**config.mk**
```make
export PLATFORM = sky130hd
export DESIGN_NAME = pio_strobe_gen
export DESIGN_NICKNAME = d
export VERILOG_FILES = /design/src/rtl/pio_tim_pkg.sv /design/src/rtl/pio_tim_sel.sv /design/src/rtl/pio_tim_seq.sv /design/src/rtl/pio_strobe_gen.sv
export SDC_FILE = /design/constraint.sdc
export NUM_CORES = 1
export LEC_CHECK = 0
export ABC_CLOCK_PERIOD_IN_PS = 3250
export BUFFER_PORTS_ARGS = -buffer_cell sky130_fd_sc_hd__buf_2
export CAP_MARGIN = 20
export CORE_MARGIN = 3
export CORE_UTILIZATION = 53
export CTS_CLUSTER_SIZE = 16
export DETAILED_ROUTE_END_ITERATION = 7
export GPL_TIMING_DRIVEN = 0
export PLACE_DENSITY_LB_ADDON = 0.1
export SYNTH_ARGS = -nofsm -noshare
export SYNTH_HDL_FRONTEND = slang
export SYNTH_SLANG_ARGS = --single-unit
export TNS_END_PERCENT = 50
```
**constraint.sdc**
```tcl
create_clock -name clk_i -period 3.25 [get_ports clk_i]
set_input_delay 0.8125 -clock clk_i [delete_from_list [all_inputs] [get_ports clk_i]]
set_output_delay 0.8125 -clock clk_i [all_outputs]
set_load 0.005 [all_outputs]
```
**src/rtl/pio_tim_pkg.sv**
```systemverilog
`timescale 1ns/1ps
package pio_tim_pkg;
    localparam int NIB_W  = 4;
    localparam int BYTE_W = 2 * NIB_W;
    localparam int CODE_W = 2;
    localparam int CNT_W  = $clog2((1 << NIB_W) + 2);

    typedef enum logic [1:0] {
        PH_IDLE  = 2'd0,
        PH_SETUP = 2'd1,
        PH_ACT   = 2'd2,
        PH_REC   = 2'd3
    } phase_e;

    typedef struct packed {
        logic wr;
        logic chan;
        logic drv;
        logic cmd;
    } req_t;

    typedef struct packed {
        logic [CNT_W-1:0] su;
        logic [CNT_W-1:0] act;
        logic [CNT_W-1:0] rec;
    } lens_t;

    typedef struct packed {
        phase_e           ph;
        logic [CNT_W-1:0] cnt;
        logic [CNT_W-1:0] act;
        logic [CNT_W-1:0] rec;
        logic             wr;
        logic             pend;
        req_t             pend_req;
    } seq_t;
endpackage

```
**src/rtl/pio_tim_sel.sv**
```systemverilog
`timescale 1ns/1ps
module pio_tim_sel
    import pio_tim_pkg::*;
(
    input  logic              chan_i,
    input  logic              drv_i,
    input  logic              cmd_i,
    input  logic [1:0]        rev_i,
    input  logic [CODE_W-1:0] su_pri0_i,
    input  logic [CODE_W-1:0] su_pri1_i,
    input  logic [CODE_W-1:0] su_sec_i,
    input  logic [BYTE_W-1:0] rw_pri0_i,
    input  logic [BYTE_W-1:0] rw_pri1_i,
    input  logic [BYTE_W-1:0] rw_sec_i,
    input  logic [BYTE_W-1:0] rw_cmd_i,
    output lens_t             lens_o
);
    localparam logic [CNT_W-1:0] FULL_CNT = CNT_W'(1 << NIB_W);
    localparam logic [CNT_W-1:0] MIN_ACT  = CNT_W'(2);

    logic [CODE_W-1:0] code_d;
    logic [BYTE_W-1:0] byte_d;
    logic [NIB_W-1:0]  hi_d;
    logic [NIB_W-1:0]  lo_d;

    always_comb begin
        if (chan_i) begin
            code_d = su_sec_i;
            byte_d = rw_sec_i;
        end else if (drv_i) begin
            code_d = su_pri1_i;
            byte_d = rw_pri1_i;
        end else begin
            code_d = su_pri0_i;
            byte_d = rw_pri0_i;
        end
        if (cmd_i) begin
            byte_d = rw_cmd_i;
        end

        case (code_d)
            2'b00:   lens_o.su = CNT_W'(4);
            2'b01:   lens_o.su = CNT_W'(2);
            2'b10:   lens_o.su = CNT_W'(3);
            default: lens_o.su = CNT_W'(5);
        endcase

        hi_d = byte_d[BYTE_W-1 -: NIB_W];
        lo_d = byte_d[NIB_W-1:0];

        lens_o.act = (hi_d == '0) ? FULL_CNT : CNT_W'(hi_d);
        if (lens_o.act < MIN_ACT) begin
            lens_o.act = MIN_ACT;
        end

        lens_o.rec = (lo_d == '0) ? FULL_CNT : CNT_W'(lo_d);
        if (rev_i > 2'd1) begin
            lens_o.rec = lens_o.rec + CNT_W'(1);
        end
    end
endmodule

```
**src/rtl/pio_tim_seq.sv**
```systemverilog
`timescale 1ns/1ps
module pio_tim_seq
    import pio_tim_pkg::*;
(
    input  logic  clk_i,
    input  logic  rst_ni,
    input  logic  start_i,
    input  req_t  in_req_i,
    input  lens_t lens_i,
    output req_t  launch_req_o,
    output logic  rd_stb_o,
    output logic  wr_stb_o,
    output logic  addr_vld_o,
    output logic  done_o
);
    seq_t q, d;
    logic free_d;
    logic go_d;

    assign launch_req_o = q.pend ? q.pend_req : in_req_i;
    assign done_o       = (q.ph == PH_REC) && (q.cnt == '0);
    assign addr_vld_o   = (q.ph != PH_IDLE);
    assign rd_stb_o     = (q.ph == PH_ACT) && !q.wr;
    assign wr_stb_o     = (q.ph == PH_ACT) && q.wr;

    always_comb begin
        d      = q;
        free_d = (q.ph == PH_IDLE) || done_o;
        go_d   = free_d && (q.pend || start_i);

        case (q.ph)
            PH_SETUP: begin
                if (q.cnt == '0) begin
                    d.ph  = PH_ACT;
                    d.cnt = q.act - CNT_W'(1);
                end else begin
                    d.cnt = q.cnt - CNT_W'(1);
                end
            end
            PH_ACT: begin
                if (q.cnt == '0) begin
                    d.ph  = PH_REC;
                    d.cnt = q.rec - CNT_W'(1);
                end else begin
                    d.cnt = q.cnt - CNT_W'(1);
                end
            end
            PH_REC: begin
                if (q.cnt == '0) begin
                    d.ph = PH_IDLE;
                end else begin
                    d.cnt = q.cnt - CNT_W'(1);
                end
            end
            default: ;
        endcase

        if (go_d) begin
            d.ph  = PH_SETUP;
            d.cnt = lens_i.su - CNT_W'(1);
            d.act = lens_i.act;
            d.rec = lens_i.rec;
            d.wr  = launch_req_o.wr;
        end

        if (go_d && q.pend) begin
            d.pend     = start_i;
            d.pend_req = in_req_i;
        end else if (!go_d && start_i && !q.pend) begin
            d.pend     = 1'b1;
            d.pend_req = in_req_i;
        end
    end

    always_ff @(posedge clk_i) begin
        if (!rst_ni) begin
            q <= '0;
        end else begin
            q <= d;
        end
    end

    assert_one_strobe_R9: assert property (@(posedge clk_i) disable iff (!rst_ni)
        !(rd_stb_o && wr_stb_o));
    assert_strobe_addr_R9: assert property (@(posedge clk_i) disable iff (!rst_ni)
        (rd_stb_o || wr_stb_o) |-> addr_vld_o);
    assert_setup_first_R1: assert property (@(posedge clk_i) disable iff (!rst_ni)
        $rose(addr_vld_o) |-> !(rd_stb_o || wr_stb_o));
    assert_active_min_R2: assert property (@(posedge clk_i) disable iff (!rst_ni)
        $rose(rd_stb_o || wr_stb_o) |=> (rd_stb_o || wr_stb_o));
    assert_done_single_R4: assert property (@(posedge clk_i) disable iff (!rst_ni)
        done_o |=> !done_o);
    assert_done_in_rec_R4: assert property (@(posedge clk_i) disable iff (!rst_ni)
        done_o |-> (addr_vld_o && !rd_stb_o && !wr_stb_o));
    assert_held_launch_R7: assert property (@(posedge clk_i) disable iff (!rst_ni)
        (done_o && q.pend) |=> (q.ph == PH_SETUP));
endmodule

```
**src/rtl/pio_strobe_gen.sv**
```systemverilog
`timescale 1ns/1ps
module pio_strobe_gen
    import pio_tim_pkg::*;
(
    input  logic              clk_i,
    input  logic              rst_ni,
    input  logic              start_i,
    input  logic              wr_i,
    input  logic              chan_i,
    input  logic              drv_i,
    input  logic              cmd_blk_i,
    input  logic [1:0]        rev_i,
    input  logic [CODE_W-1:0] su_pri0_i,
    input  logic [CODE_W-1:0] su_pri1_i,
    input  logic [CODE_W-1:0] su_sec_i,
    input  logic [BYTE_W-1:0] rw_pri0_i,
    input  logic [BYTE_W-1:0] rw_pri1_i,
    input  logic [BYTE_W-1:0] rw_sec_i,
    input  logic [BYTE_W-1:0] rw_cmd_i,
    output logic              rd_stb_o,
    output logic              wr_stb_o,
    output logic              addr_vld_o,
    output logic              done_o
);
    req_t  in_req;
    req_t  launch_req;
    lens_t lens;

    assign in_req = '{wr: wr_i, chan: chan_i, drv: drv_i, cmd: cmd_blk_i};

    pio_tim_sel sel_i (
        .chan_i    (launch_req.chan),
        .drv_i     (launch_req.drv),
        .cmd_i     (launch_req.cmd),
        .rev_i     (rev_i),
        .su_pri0_i (su_pri0_i),
        .su_pri1_i (su_pri1_i),
        .su_sec_i  (su_sec_i),
        .rw_pri0_i (rw_pri0_i),
        .rw_pri1_i (rw_pri1_i),
        .rw_sec_i  (rw_sec_i),
        .rw_cmd_i  (rw_cmd_i),
        .lens_o    (lens)
    );

    pio_tim_seq seq_i (
        .clk_i        (clk_i),
        .rst_ni       (rst_ni),
        .start_i      (start_i),
        .in_req_i     (in_req),
        .lens_i       (lens),
        .launch_req_o (launch_req),
        .rd_stb_o     (rd_stb_o),
        .wr_stb_o     (wr_stb_o),
        .addr_vld_o   (addr_vld_o),
        .done_o       (done_o)
    );
endmodule

```
; Word level (Yosys, flattened, before mapping)
; Index checks and enable logic that the tools add are counted.
[word_totals]
reg_bits = 23
latchBits = 0
mem_bits_rw = 0
rom_bits = 0
in_bits = 47
output_inout_bits = 4
elab_cells = 77
memories = 0
[op_classes]
addsub = 5
n_mul = 0
div_mod_pow = 0
n_lt_le_gt_ge = 2
eq_ne = 12
shift = 0
mux = 21
bitwise = 1
reduce_logical = 25
[ops]
columns = cell, n
row1 = 5-bit 2-to-1 mux, 9
row2 = 8-bit 2-to-1 mux, 3
row3 = 7-bit case mux with 3 select lines, 1
row4 = 17-bit 2-to-1 mux, 1
row5 = 5-bit by 1-bit subtractor with 5-bit output (second input constant), 3
row6 = 2-bit 2-to-1 mux, 5
row7 = 3-bit by 2-bit inequality test with 1-bit output (second input constant), 3
row8 = 3-bit case mux with 3 select lines, 1
row9 = 4-bit zero test, 2
row10 = 4-bit AND reduction, 2
row11 = 1-bit logical AND, 7
row12 = 2-bit equality test (second input constant), 3
row13 = 5-bit by 1-bit adder with 5-bit output (second input constant), 1
row14 = 5-bit zero test, 1
row15 = 5-bit by 2-bit < comparator with 1-bit output (second input constant), 1
row16 = 2-bit by 1-bit equality test with 1-bit output (second input constant), 2
row17 = 2-bit zero test, 2
row18 = 4-bit 2-to-1 mux, 1
row19 = 2-bit inequality test (second input constant), 2
row20 = 2-bit nonzero test, 2
row21 = 4-bit nonzero test, 1
row22 = 3-bit by 1-bit subtractor with 4-bit output (second input constant), 1
row23 = 1-bit zero test, 3
row24 = 3-bit by 1-bit inequality test with 1-bit output (second input constant), 1
row25 = 7 further kinds, 8

; Longest topological paths before layout
; Gate-level depths: netlist of run 1.
[logic_depth]
depth_word = 9
ltp_mapped = 11

; Modules after synthesis
; Synthesis of run 1 repeated with hierarchy kept, for this count alone.
[unflattened]
hier_cells = 293
area_unflattened_um2 = 2250.9
[modules_own_cells]
columns = module, instances, cells_each, area_each_um2
row1 = pio_tim_seq, 1, 210, 1645.3
row2 = pio_tim_sel, 1, 83, 605.6

; Worst setup path before layout of run 1
; No wires, ideal clock.
[synth_timing]
kind = input to register
from = input chan_i
to = register seq_i.q[7] (netlist name)
setup_time_ns = 0.074
t_arrival_ns = 2.486
required_time_ns = 3.176
setup_slack_ns = 0.690
stages = 9
n_path_buf = 1
cell_sequence = clkbuf_1 -> o32ai_1 -> a21oi_1 -> nor2_1 -> inv_1 -> ha_1 -> o2111ai_1 -> or4b_1 -> a31oi_1
[synth_between]
elab_chain_cells = 7
[synth_rtl]
columns = element, line_no
row1 = from (decl), pio_strobe_gen.sv:9  ; input logic chan_i,
row2 = 4-bit 2-to-1 mux (*), pio_tim_seq.sv:20  ; assign launch_req_o = q.pend ? q.pend_req : in_req_i;
row3 = 8-bit 2-to-1 mux (*), pio_tim_sel.sv:27  ; if (chan_i) begin
row4 = 8-bit 2-to-1 mux (*), pio_tim_sel.sv:37  ; if (cmd_i) begin
row5 = 4-bit zero test, pio_tim_sel.sv:56  ; lens_o.rec = (lo_d == '0) ? FULL_CNT : CNT_W'(lo_d);
row6 = 5-bit 2-to-1 mux (*), pio_tim_sel.sv:56
row7 = 5-bit by 1-bit adder with 5-bit output, pio_tim_sel.sv:58  ; lens_o.rec = lens_o.rec + CNT_W'(1);
row8 = 5-bit 2-to-1 mux (*), pio_tim_sel.sv:57  ; if (rev_i > 2'd1) begin
row9 = to (signal assigned), pio_tim_seq.sv:77  ; q <= '0;
row10 = to (signal assigned), pio_tim_seq.sv:79  ; q <= d;
row11 = to (decl), pio_tim_seq.sv:16  ; seq_t q, d;
; Mark *: on every way between the ends. The rest lies on a longest branch, timed or not.
; A chain may end at the register's enable or synchronous reset.

; Worst setup path after layout of run 1
; Ends and elaborated chain as after synthesis.

==> results of run 1 <==
worst max path at each step:
stage / cells past startpoint / slack (ns) / endpoint / from
3_3_place_gp: 10 / 0.30 / seq_i.q[7] / chan_i
4_1_cts: 11 / 0.56 / seq_i.q[7] / chan_i
3_5_place_dp: 10 / 0.27 / seq_i.q[7] / chan_i
2_1_floorplan: 9 / 0.69 / seq_i.q[7] / chan_i
5_1_grt: 11 / 0.42 / seq_i.q[7] / chan_i
6_report: 10 / 0.51 / seq_i.q[7] / chan_i
report_power, final:
part	internal [mW]	switching, mW
Clock	0.0877	0.0946
Sequential	0.384	0.0942
Combinational	0.511	0.693
worst max-delay path, delay by kind of cell:
| kind | cells | cell delay (ns) |
|---|---|---|
| buf+inv | 3 | 0.42 |
| simple gates | 2 | 0.70 |
| fa+ha+maj | 1 | 0.20 |
| compound gates | 4 | 0.81 |
logic make-up (layout without fill, tap and decap cells):
logic type	Yosys count	after routing	synth area share (%)
multiplexers	18	18	10.38
XOR/XNOR	9	9	3.987
AO/OA/AOI/OAI	84	84	27.22
adder cells (fa/ha/maj)	12	12	7.595
buffers and inverters	32	85	6.265
flip-flops	23	23	23.29
AND/OR/NAND/NOR	85	85	21.27
cell type report:
class	count	area (um^2)
multi-input combinational	208	1393
fill	321	1144
tap	46	57.56
clock buffer	4	45.04
buffer	15	60.06
inverter	17	63.81
sequential	23	460.4
timing repair buffer	49	245.2
stage by stage:
stage	area, um^2	power (mW)	setup slack (ns)	hold WS (ns)	cells
CTS	2325	1.859	0.5581	0.4980	362
finish	2325	1.865	0.5096	0.4925	362
global placement	2280	1.659	0.3022	0.4757	358
detailed placement	2280	1.674	0.2721	0.4861	358
global route	2325	2.034	0.4183	0.5126	362
floorplan	1977	1.387	0.6900	0.4591	263
per-layer routing:
layer | track usage, % | routed length (um)
met1 | 31.91 | 2349
met2 | 41.35 | 2403
met3 | 2.024 | 292
met4 | 6.329 | 61
met5 | 0 | 0
cells in the final DEF, fill, tap and decap left out, types with 2 or more instances in the layout:
cell type	netlist	final
dfxtp_1	23	23
or3_1	2	2
clkbuf_1	11	12
and2_1	2	2
or2_2	4	4
o221ai_1	2	2
clkbuf_8	0	3
buf_2	3	52
nand3_1	3	3
ha_1	12	12
o21ai_1	2	2
o22ai_1	3	3
o21ai_0	17	17
or4b_1	2	2
a31oi_1	4	4
nor2_1	29	29
mux2_2	6	6
a21oi_1	28	28
inv_1	17	17
nand2_1	19	19
nor2b_1	7	7
nor3b_1	2	2
mux2i_1	10	10
o2111ai_1	3	3
xnor2_1	5	5
o32ai_1	4	4
o221a_2	2	2
nor3_1	9	9
xor2_1	4	4
a211oi_1	8	8
==> impl_metrics.py, run 1 <==
metrics = {
    "sta": {
        "tightest_slew_ns": 0.5446,
        "rsz0062_at_grt": "false",
        "fin_setup_tns_ns": 0,
        "fmax_ghz": 0.3649,
        "slew_headroom_pct": 63.69,
        "setup_viol": 0,
        "fin_crit_sh_pct": 84.32,
        "post-route-min-period_ns": 2.740,
        "finalMaxSlewViolations": 0,
        "fin_worst_skew_ns": 0.006313,
        "hold_viol": 0,
    },
    "clock_tree": {
        "clk-insertion-delay-late_ns": 0.27,
        "ctsLongestPathBuffers": 2,
        "ctsHoldBuffers": 0,
        "postCtsSetupBuffers": 0,
        "htree_levels": 1,
        "cts_tree": "done",
        "clock-sinks": 23,
        "cts_buffers": 3,
        "ctsResizeCount": 0,
        "cts.clk_slew.worst_paths_ns": 0.08,
        "cts_root_buf": "clkbuf_8",
    },
    "route": {
        "wl_mm": 5.107,
        "drt_drc_violations_left": 0,
        "avgRoutedWirePerCell_um": 14.11,
        "drtIter0Drc": 150,
        "vias": 2112,
        "via_per_inst": 5.834,
        "ant_nets": 0,
        "dr.pass1.iters": 4,
    },
    "setup_path": {
        "slowest_delay_ns": 0.45,
        "r2r_start": "seq_i.q[4]",
        "arrival_ns": 2.94,
        "crit_slowest_cell": "or4b_1",
        "end_kind": "flop",
        "rrSetupSlack_ns": 0.59,
        "r2r-end": "seq_i.q[7]",
        "path_max_fanout": 10,
        "path_cells": "buf_2 > clkbuf_1 > o32ai_1 > a21oi_1 > nor2_1 > inv_1 > ha_1 > o2111ai_1 > or4b_1 > a31oi_1",
        "crit_path_start_kind": "primary input",
        "reg2regPathDepth": 11,
        "required_ns": 3.45,
        "critPathKind": "in -> reg",
    },
    "synth": {
        "syn_inst": 263,
        "synth_edf_count": 0,
        "seq_area_frac_synth_pct": 23.29,
        "synth_nets": 322,
        "synthTopCellsByCount": "nor2_1, a21oi_1, dfxtp_1, nand2_1",
        "yosysWarnings": 0,
        "synthTopCellsByArea": "dfxtp_1, ha_1, a21oi_1",
        "ys.flop_type": "dfxtp_1",
        "yosys.cell_count.top_type": "nor2_1",
        "ys_seq_elements": 23,
        "synth_area_um2": 1977,
        "syn_area_per_cell_um2": 7.517,
        "synthDistinctLibCells": 49,
        "synth_top_area_share_pct": 23.29,
        "synth_async_sr_flop_share_pct": 0,
        "yosys.area.top_type": "dfxtp_1",
    },
    "worst_hold_path": {
        "holdPathStages": 2,
        "hold_end": "seq_i.q[7]",
        "min_from": "seq_i.q[7]",
        "worst_hold_path_type": "reg -> reg",
    },
    "finish": {
        "reg_top3": "seq_i.q: 23 flops",
        "fin_util_pct": 67.03,
        "layout-drive-gt1-share_pct": 22.47,
        "largest_reg_flops": 23,
        "syn_to_final_growth_pct": 17.59,
        "fin_nets": 376,
        "regMostFlops": "seq_i.q",
        "diodes": 0,
    },
    "floorplanning": {
        "core_um2": 3468,
        "die_x_um": 67.08,
        "rows": 21,
        "die_h_um": 67.08,
        "io_pins": 51,
        "start_util_pct": 57.00,
        "die-area_um2": 4499,
    },
    "grt": {
        "antenna_found_initial": 0,
        "grt.total_usage_pct": 24.06,
        "gr-total-overflow": 0,
        "grt_start_max_net_pins": 13,
        "grt_pass1_vias": 1894,
        "grt_pass1_wl_mm": 8.487,
    },
    "power": {
        "ir_worst_vdd_mv": 0.2784,
        "power.leakage_nw": 1.024,
        "p_per_area_nw_per_um2": 802.1,
    },
    "status": {
        "outcome": "completed",
    },
    "placement": {
        "dp_hpwl_mm": 4.056,
        "port-buffer-count": 49,
        "routabilityCongestion": 0.8275,
    },
    "flow_run": {
        "max_cap_violations": 0,
    },
}
(Power assumes the default switching activity.)
==> run 2: changes to the inputs <==
--- a/config.mk
+++ b/config.mk
@@ -5,11 +5,12 @@
 export SDC_FILE = /design/constraint.sdc
 export NUM_CORES = 1
 export LEC_CHECK = 0
-export ABC_CLOCK_PERIOD_IN_PS = 3250
+export ABC_AREA = 1
+export ABC_CLOCK_PERIOD_IN_PS = 2250
 export BUFFER_PORTS_ARGS = -buffer_cell sky130_fd_sc_hd__buf_2
 export CAP_MARGIN = 20
 export CORE_MARGIN = 3
-export CORE_UTILIZATION = 53
+export CORE_UTILIZATION = 48
 export CTS_CLUSTER_SIZE = 16
 export DETAILED_ROUTE_END_ITERATION = 7
 export GPL_TIMING_DRIVEN = 0
==> constraint.sdc (replaced) <==
create_clock -name clk_i -period 2.25 [get_ports clk_i]
set_input_delay 0.5625 -clock clk_i [delete_from_list [all_inputs] [get_ports clk_i]]
set_output_delay 0.5625 -clock clk_i [all_outputs]
set_load 0.005 [all_outputs]
==> impl_metrics.py, run 2 <==
metrics = {
    "route": {
        "via_per_inst": 4.925,
        "wl_mm": 4.639,
        "ant_nets": 0,
        "vias": 2088,
        "dr.pass1.iters": 4,
        "drtIter0Drc": 82,
        "drt_drc_violations_left": 0,
        "avgRoutedWirePerCell_um": 10.94,
    },
    "sta": {
        "fin_worst_skew_ns": 0.009519,
        "holdWs_ns": 0.4861,
        "fin_crit_sh_pct": 90.80,
        "fmax_ghz": 0.4895,
        "hold_viol": 0,
        "worst_slack_ns": 0.2070,
        "fin_setup_tns_ns": 0,
        "rsz0062_at_grt": "false",
        "slew_headroom_pct": 70.89,
        "setup_viol": 0,
        "post-route-min-period_ns": 2.043,
        "finalMaxSlewViolations": 0,
        "tightest_slew_ns": 0.4367,
    },
    "synth": {
        "yosys.cell_count.top_type": "nand2_1",
        "synthTopCellsByCount": "nand2_1, inv_1, nand3_1, nor2_1, o21ai_0",
        "yosysWarnings": 0,
        "synthTopCellsByArea": "dfxtp_1, nand2_1, inv_1",
        "synth_top_area_share_pct": 23.28,
        "synthDistinctLibCells": 31,
        "syn_area_per_cell_um2": 6.124,
        "seq_area_frac_synth_pct": 23.28,
        "yosys.area.top_type": "dfxtp_1",
        "synth_nets": 382,
        "ys.flop_type": "dfxtp_1",
        "synth_area_um2": 1978,
        "synth_async_sr_flop_share_pct": 0,
        "synth_edf_count": 0,
        "syn_inst": 323,
        "ys_seq_elements": 23,
    },
    "setup_path": {
        "reg2regPathDepth": 9,
        "end_kind": "output pin",
        "rrSetupSlack_ns": 0.35,
        "required_ns": 1.69,
        "path_delay_family": "simple AND/OR/NAND/NOR gates",
        "critical_path_depth": 7,
        "r2r_start": "seq_i.q[21]",
        "path_max_fanout": 6,
        "critPathKind": "reg -> out",
        "crit_slowest_cell": "dfxtp_1",
        "r2r-end": "seq_i.q[21]",
        "slowest_delay_ns": 0.33,
        "arrival_ns": 1.48,
        "path_cells": "inv_1 > ha_1 > nand3_2 > nor2_4 > nand2_2 > inv_1 > buf_2",
        "critPathLaunch": "seq_i.q[16]",
        "worst-path-buf-inv": 3,
        "endpoint": "done_o",
        "crit_path_start_kind": "flop",
        "crit_top_cell": "inv_1",
    },
    "grt": {
        "gr-total-overflow": 0,
        "grt_start_max_net_pins": 13,
        "grt.total_usage_pct": 18.85,
        "grt_pass1_wl_mm": 7.790,
        "grt_pass1_vias": 1824,
        "antenna_found_initial": 0,
    },
    "floorplanning": {
        "die_h_um": 70.20,
        "die-area_um2": 4927,
        "die_x_um": 70.20,
        "rows": 22,
        "core_um2": 3826,
        "start_util_pct": 51.70,
        "io_pins": 51,
    },
    "finish": {
        "layout_commonest_cell": "nand2_1",
        "largest_reg_flops": 23,
        "reg_top3": "seq_i.q: 23 flops",
        "diodes": 0,
        "final_area_um2": 2328,
        "syn_to_final_growth_pct": 17.71,
        "regMostFlops": "seq_i.q",
        "fin_nets": 436,
        "most-common-layout-cells": "nand2_1, inv_1, buf_2, nor2_1, nand3_1",
        "layout-drive-gt1-share_pct": 21.01,
    },
    "power": {
        "ir_worst_vdd_mv": 0.4922,
        "p_per_area_nw_per_um2": 1212,
        "power.leakage_nw": 1.269,
    },
    "clock_tree": {
        "ctsResizeCount": 0,
        "ctsHoldBuffers": 0,
        "htree_levels": 1,
        "ctsLongestPathBuffers": 2,
        "postCtsSetupBuffers": 0,
        "clock-sinks": 23,
        "cts_buffers": 3,
        "cts.clk_slew.worst_paths_ns": 0.09,
        "cts_root_buf": "clkbuf_8",
        "clk-insertion-delay-late_ns": 0.27,
        "cts_tree": "done",
    },
    "worst_hold_path": {
        "worst_hold_path_type": "reg -> reg",
    },
    "flow_run": {
        "max_cap_violations": 0,
    },
    "placement": {
        "place_area_um2": 2283,
        "port-buffer-count": 49,
        "pre_cts_slack_ns": 0.2051,
        "routabilityCongestion": 0.8404,
        "dp_hpwl_mm": 3.831,
    },
    "status": {
        "outcome": "completed",
    },
}
## run 2: changes by cell type after synthesis, sizes merged, moves of 8 or more
cell,before,now
nand2,19,85
inv,17,60
nand3,3,29
o21ai,19,36
clkbuf,11,1
mux2i,11,1
a211oi,8,0
nor3,9,1
## run 2: kinds of logic (layout without fill, tap and decap cells)
group                    after synthesis  count (layout)  synth area share (%)
flip-flops                            23              23                 23.28
AO/OA/AOI/OAI                         67              67                 18.91
multiplexers                           1               1                0.5060
adder cells (fa/ha/maj)               12              12                 7.590
XOR/XNOR                               4               4                 1.771
AND/OR/NAND/NOR                      152             152                 34.53
buffers and inverters                 64             117                 13.41
## run 2: layer usage
metal	routed length, um	share of wire, %	global-route usage, %	vias to the layer above
li1	-	-	-	1141
met3	277	6.0	2.590	6
met1	2342	50	26.82	873
met2	1960	42	29.38	68
met5	0	0	0	-
met4	58	1.3	5.532	0
## run 2: through the flow
step,utilization (%),cells,power [mW]
after detailed placement,59.68,420,2.563
final,60.86,424,2.823
after global placement,59.68,420,2.539
after global routing,60.86,424,3.146
after floorplan,-,323,2.149
after CTS,60.86,424,2.834
## run 2: tightest hold or removal path, stage by stage, from the launching register on
cell and delay (ns):
dfxtp_1 0.32, inv_1 0.06, a21oi_1 0.06
## run 2: worst min-delay path by stage
stage	start	cells past startpoint	end
after floorplan	seq_i.q[2]	2	seq_i.q[2]
after global placement	seq_i.q[2]	2	seq_i.q[2]
after detailed placement	seq_i.q[5]	2	seq_i.q[5]
after CTS	seq_i.q[2]	2	seq_i.q[2]
after global routing	seq_i.q[15]	2	seq_i.q[15]
final	seq_i.q[2]	2	seq_i.q[2]
## run 2: area by class of cell
type                       instances  area (um^2)
clock buffer                       4        45.04
tap                               48        60.06
timing repair buffer              49        245.2
multi-input combinational        236         1252
buffer                             4        37.54
sequential                        23        460.4
inverter                          60        227.7
fill                             372         1498
## run 2: where the power goes
part / internal, mW / total [mW] / switching (mW)
registers: 0.564 / 0.666 / 0.101
clock network: 0.126 / 0.264 / 0.137
logic: 0.696 / 1.89 / 1.20
total: 1.39 / 2.82 / 1.44
==> run 3: changes to the inputs <==
--- a/config.mk
+++ b/config.mk
@@ -8,13 +8,15 @@
 export ABC_AREA = 1
 export ABC_CLOCK_PERIOD_IN_PS = 2250
 export BUFFER_PORTS_ARGS = -buffer_cell sky130_fd_sc_hd__buf_2
-export CAP_MARGIN = 20
+export CAP_MARGIN = 30
 export CORE_MARGIN = 3
 export CORE_UTILIZATION = 48
 export CTS_CLUSTER_SIZE = 16
 export DETAILED_ROUTE_END_ITERATION = 7
 export GPL_TIMING_DRIVEN = 0
+export MAX_ROUTING_LAYER = met4
 export PLACE_DENSITY_LB_ADDON = 0.1
+export SKIP_CTS_REPAIR_TIMING = 1
 export SYNTH_ARGS = -nofsm -noshare
 export SYNTH_HDL_FRONTEND = slang
 export SYNTH_SLANG_ARGS = --single-unit
==> impl_metrics.py, run 3 (synthesized netlist as in run 2, its figures left out) <==
metrics = {
    "status": {
        "outcome": "completed",
    },
    "clock_tree": {
        "clk-insertion-delay-late_ns": 0.27,
        "cts_buffers": 3,
        "cts_tree": "done",
        "cts_root_buf": "clkbuf_8",
        "ctsLongestPathBuffers": 2,
        "cts.clk_slew.worst_paths_ns": 0.09,
        "clock-sinks": 23,
        "htree_levels": 1,
    },
    "power": {
        "p_per_area_nw_per_um2": 1213,
        "ir_worst_vdd_mv": 0.4920,
        "power.leakage_nw": 1.269,
    },
    "finish": {
        "reg_top3": "seq_i.q: 23 flops",
        "layout_commonest_cell": "nand2_1",
        "largest_reg_flops": 23,
        "fin_nets": 436,
        "n_fill_cell": 372,
        "syn_to_final_growth_pct": 17.71,
        "diodes": 0,
        "regMostFlops": "seq_i.q",
        "layout-drive-gt1-share_pct": 21.01,
        "most-common-layout-cells": "nand2_1, inv_1, buf_2, nor2_1, nand3_1",
        "final_cell_count_no_fill": 424,
    },
    "setup_path": {
        "reg2regPathDepth": 9,
        "path_max_fanout": 6,
        "end_kind": "output pin",
        "crit_path_start_kind": "flop",
        "required_ns": 1.69,
        "critPathKind": "reg -> out",
        "arrival_ns": 1.48,
    },
    "route": {
        "dr.pass1.iters": 4,
        "wl_mm": 4.635,
        "drtIter0Drc": 84,
        "ant_nets": 0,
        "vias": 2081,
        "avgRoutedWirePerCell_um": 10.93,
        "via_per_inst": 4.908,
        "drt_drc_violations_left": 0,
    },
    "grt": {
        "grt_pass1_vias": 1825,
        "grt_start_max_net_pins": 13,
        "grt.total_usage_pct": 19.36,
        "gr-total-overflow": 0,
        "antenna_found_initial": 0,
        "grt_pass1_wl_mm": 7.783,
    },
    "sta": {
        "finalMaxSlewViolations": 0,
        "post-route-min-period_ns": 2.043,
        "hold_viol": 0,
        "rsz0062_at_grt": "false",
        "fin_setup_tns_ns": 0,
        "slew_headroom_pct": 70.93,
        "fin_worst_skew_ns": 0.009499,
        "fin_crit_sh_pct": 90.79,
        "setup_viol": 0,
        "fmax_ghz": 0.4895,
        "tightest_slew_ns": 0.4361,
    },
    "placement": {
        "dpl.cell_count": 420,
        "routabilityCongestion": 0.8535,
        "port-buffer-count": 49,
        "dp_hpwl_mm": 3.831,
    },
    "floorplanning": {
        "start_util_pct": 51.70,
        "die-area_um2": 4927,
        "rows": 22,
        "die_h_um": 70.20,
        "core_um2": 3826,
        "die_x_um": 70.20,
        "io_pins": 51,
    },
    "flow_run": {
        "max_cap_violations": 0,
    },
    "worst_hold_path": {
        "holdPathStages": 2,
        "worst_hold_path_type": "reg -> reg",
    },
}
-- run 3: area by class of cell --
cell class / count / area, um^2 / area share [%]
flip-flops and latches: 23 / 460.4 / 19.77
inverters: 60 / 227.7 / 9.780
multi-input cells: 236 / 1252 / 53.79
well taps: 48 / 60.06 / 2.579
repair buffers: 49 / 245.2 / 10.53
clock buffers: 4 / 45.04 / 1.934
plain buffers: 4 / 37.54 / 1.612
-- run 3: critical path, stage by stage, from the launching register on --
cell     delay [ns]
dfxtp_1        0.33
inv_1          0.10
ha_1           0.20
nand3_2        0.12
nor2_4         0.16
nand2_2        0.09
inv_1          0.09
buf_2          0.11
-- run 3: metal layers --
metal / vias up / part of all wire (%) / wire length (um) / GRT usage, %
met2: 66 / 42 / 1951 / 29.38
met3: 6 / 5.8 / 270 / 2.446
met4: 0 / 1.3 / 60 / 5.532
li1: 1140 / - / - / -
met1: 869 / 51 / 2352 / 26.90
met5: - / 0 / 0 / -
-- run 3: power by group --
| part | switching [mW] | internal, mW | leakage, nW |
|---|---|---|---|
| Clock | 0.137 | 0.126 | 0.0228 |
| Combinational | 1.20 | 0.696 | 1.06 |
| Sequential | 0.101 | 0.564 | 0.189 |
-- run 3: path summary, 6_finish.rpt --
path	slack [ns]	endpoint	start
max reg2reg	0.36	seq_i.q[21]	seq_i.q[21]
min	0.49	seq_i.q[2]	seq_i.q[2]
min reg2reg	0.49	seq_i.q[2]	seq_i.q[2]
max	0.21	done_o	seq_i.q[16]
-- run 3: per-stage QoR --
stage	power, mW	setup slack (ns)	util (%)	hold slack (ns)	instance area (um^2)
after floorplan	2.149	0.4507	-	0.4438	1978
after global placement	2.539	0.2130	59.68	0.4610	2283
after detailed placement	2.563	0.2051	59.68	0.4692	2283
after CTS	2.834	0.1934	60.86	0.4855	2328
after global routing	3.146	0.07074	60.86	0.5028	2328
final	2.824	0.2071	60.86	0.4861	2328
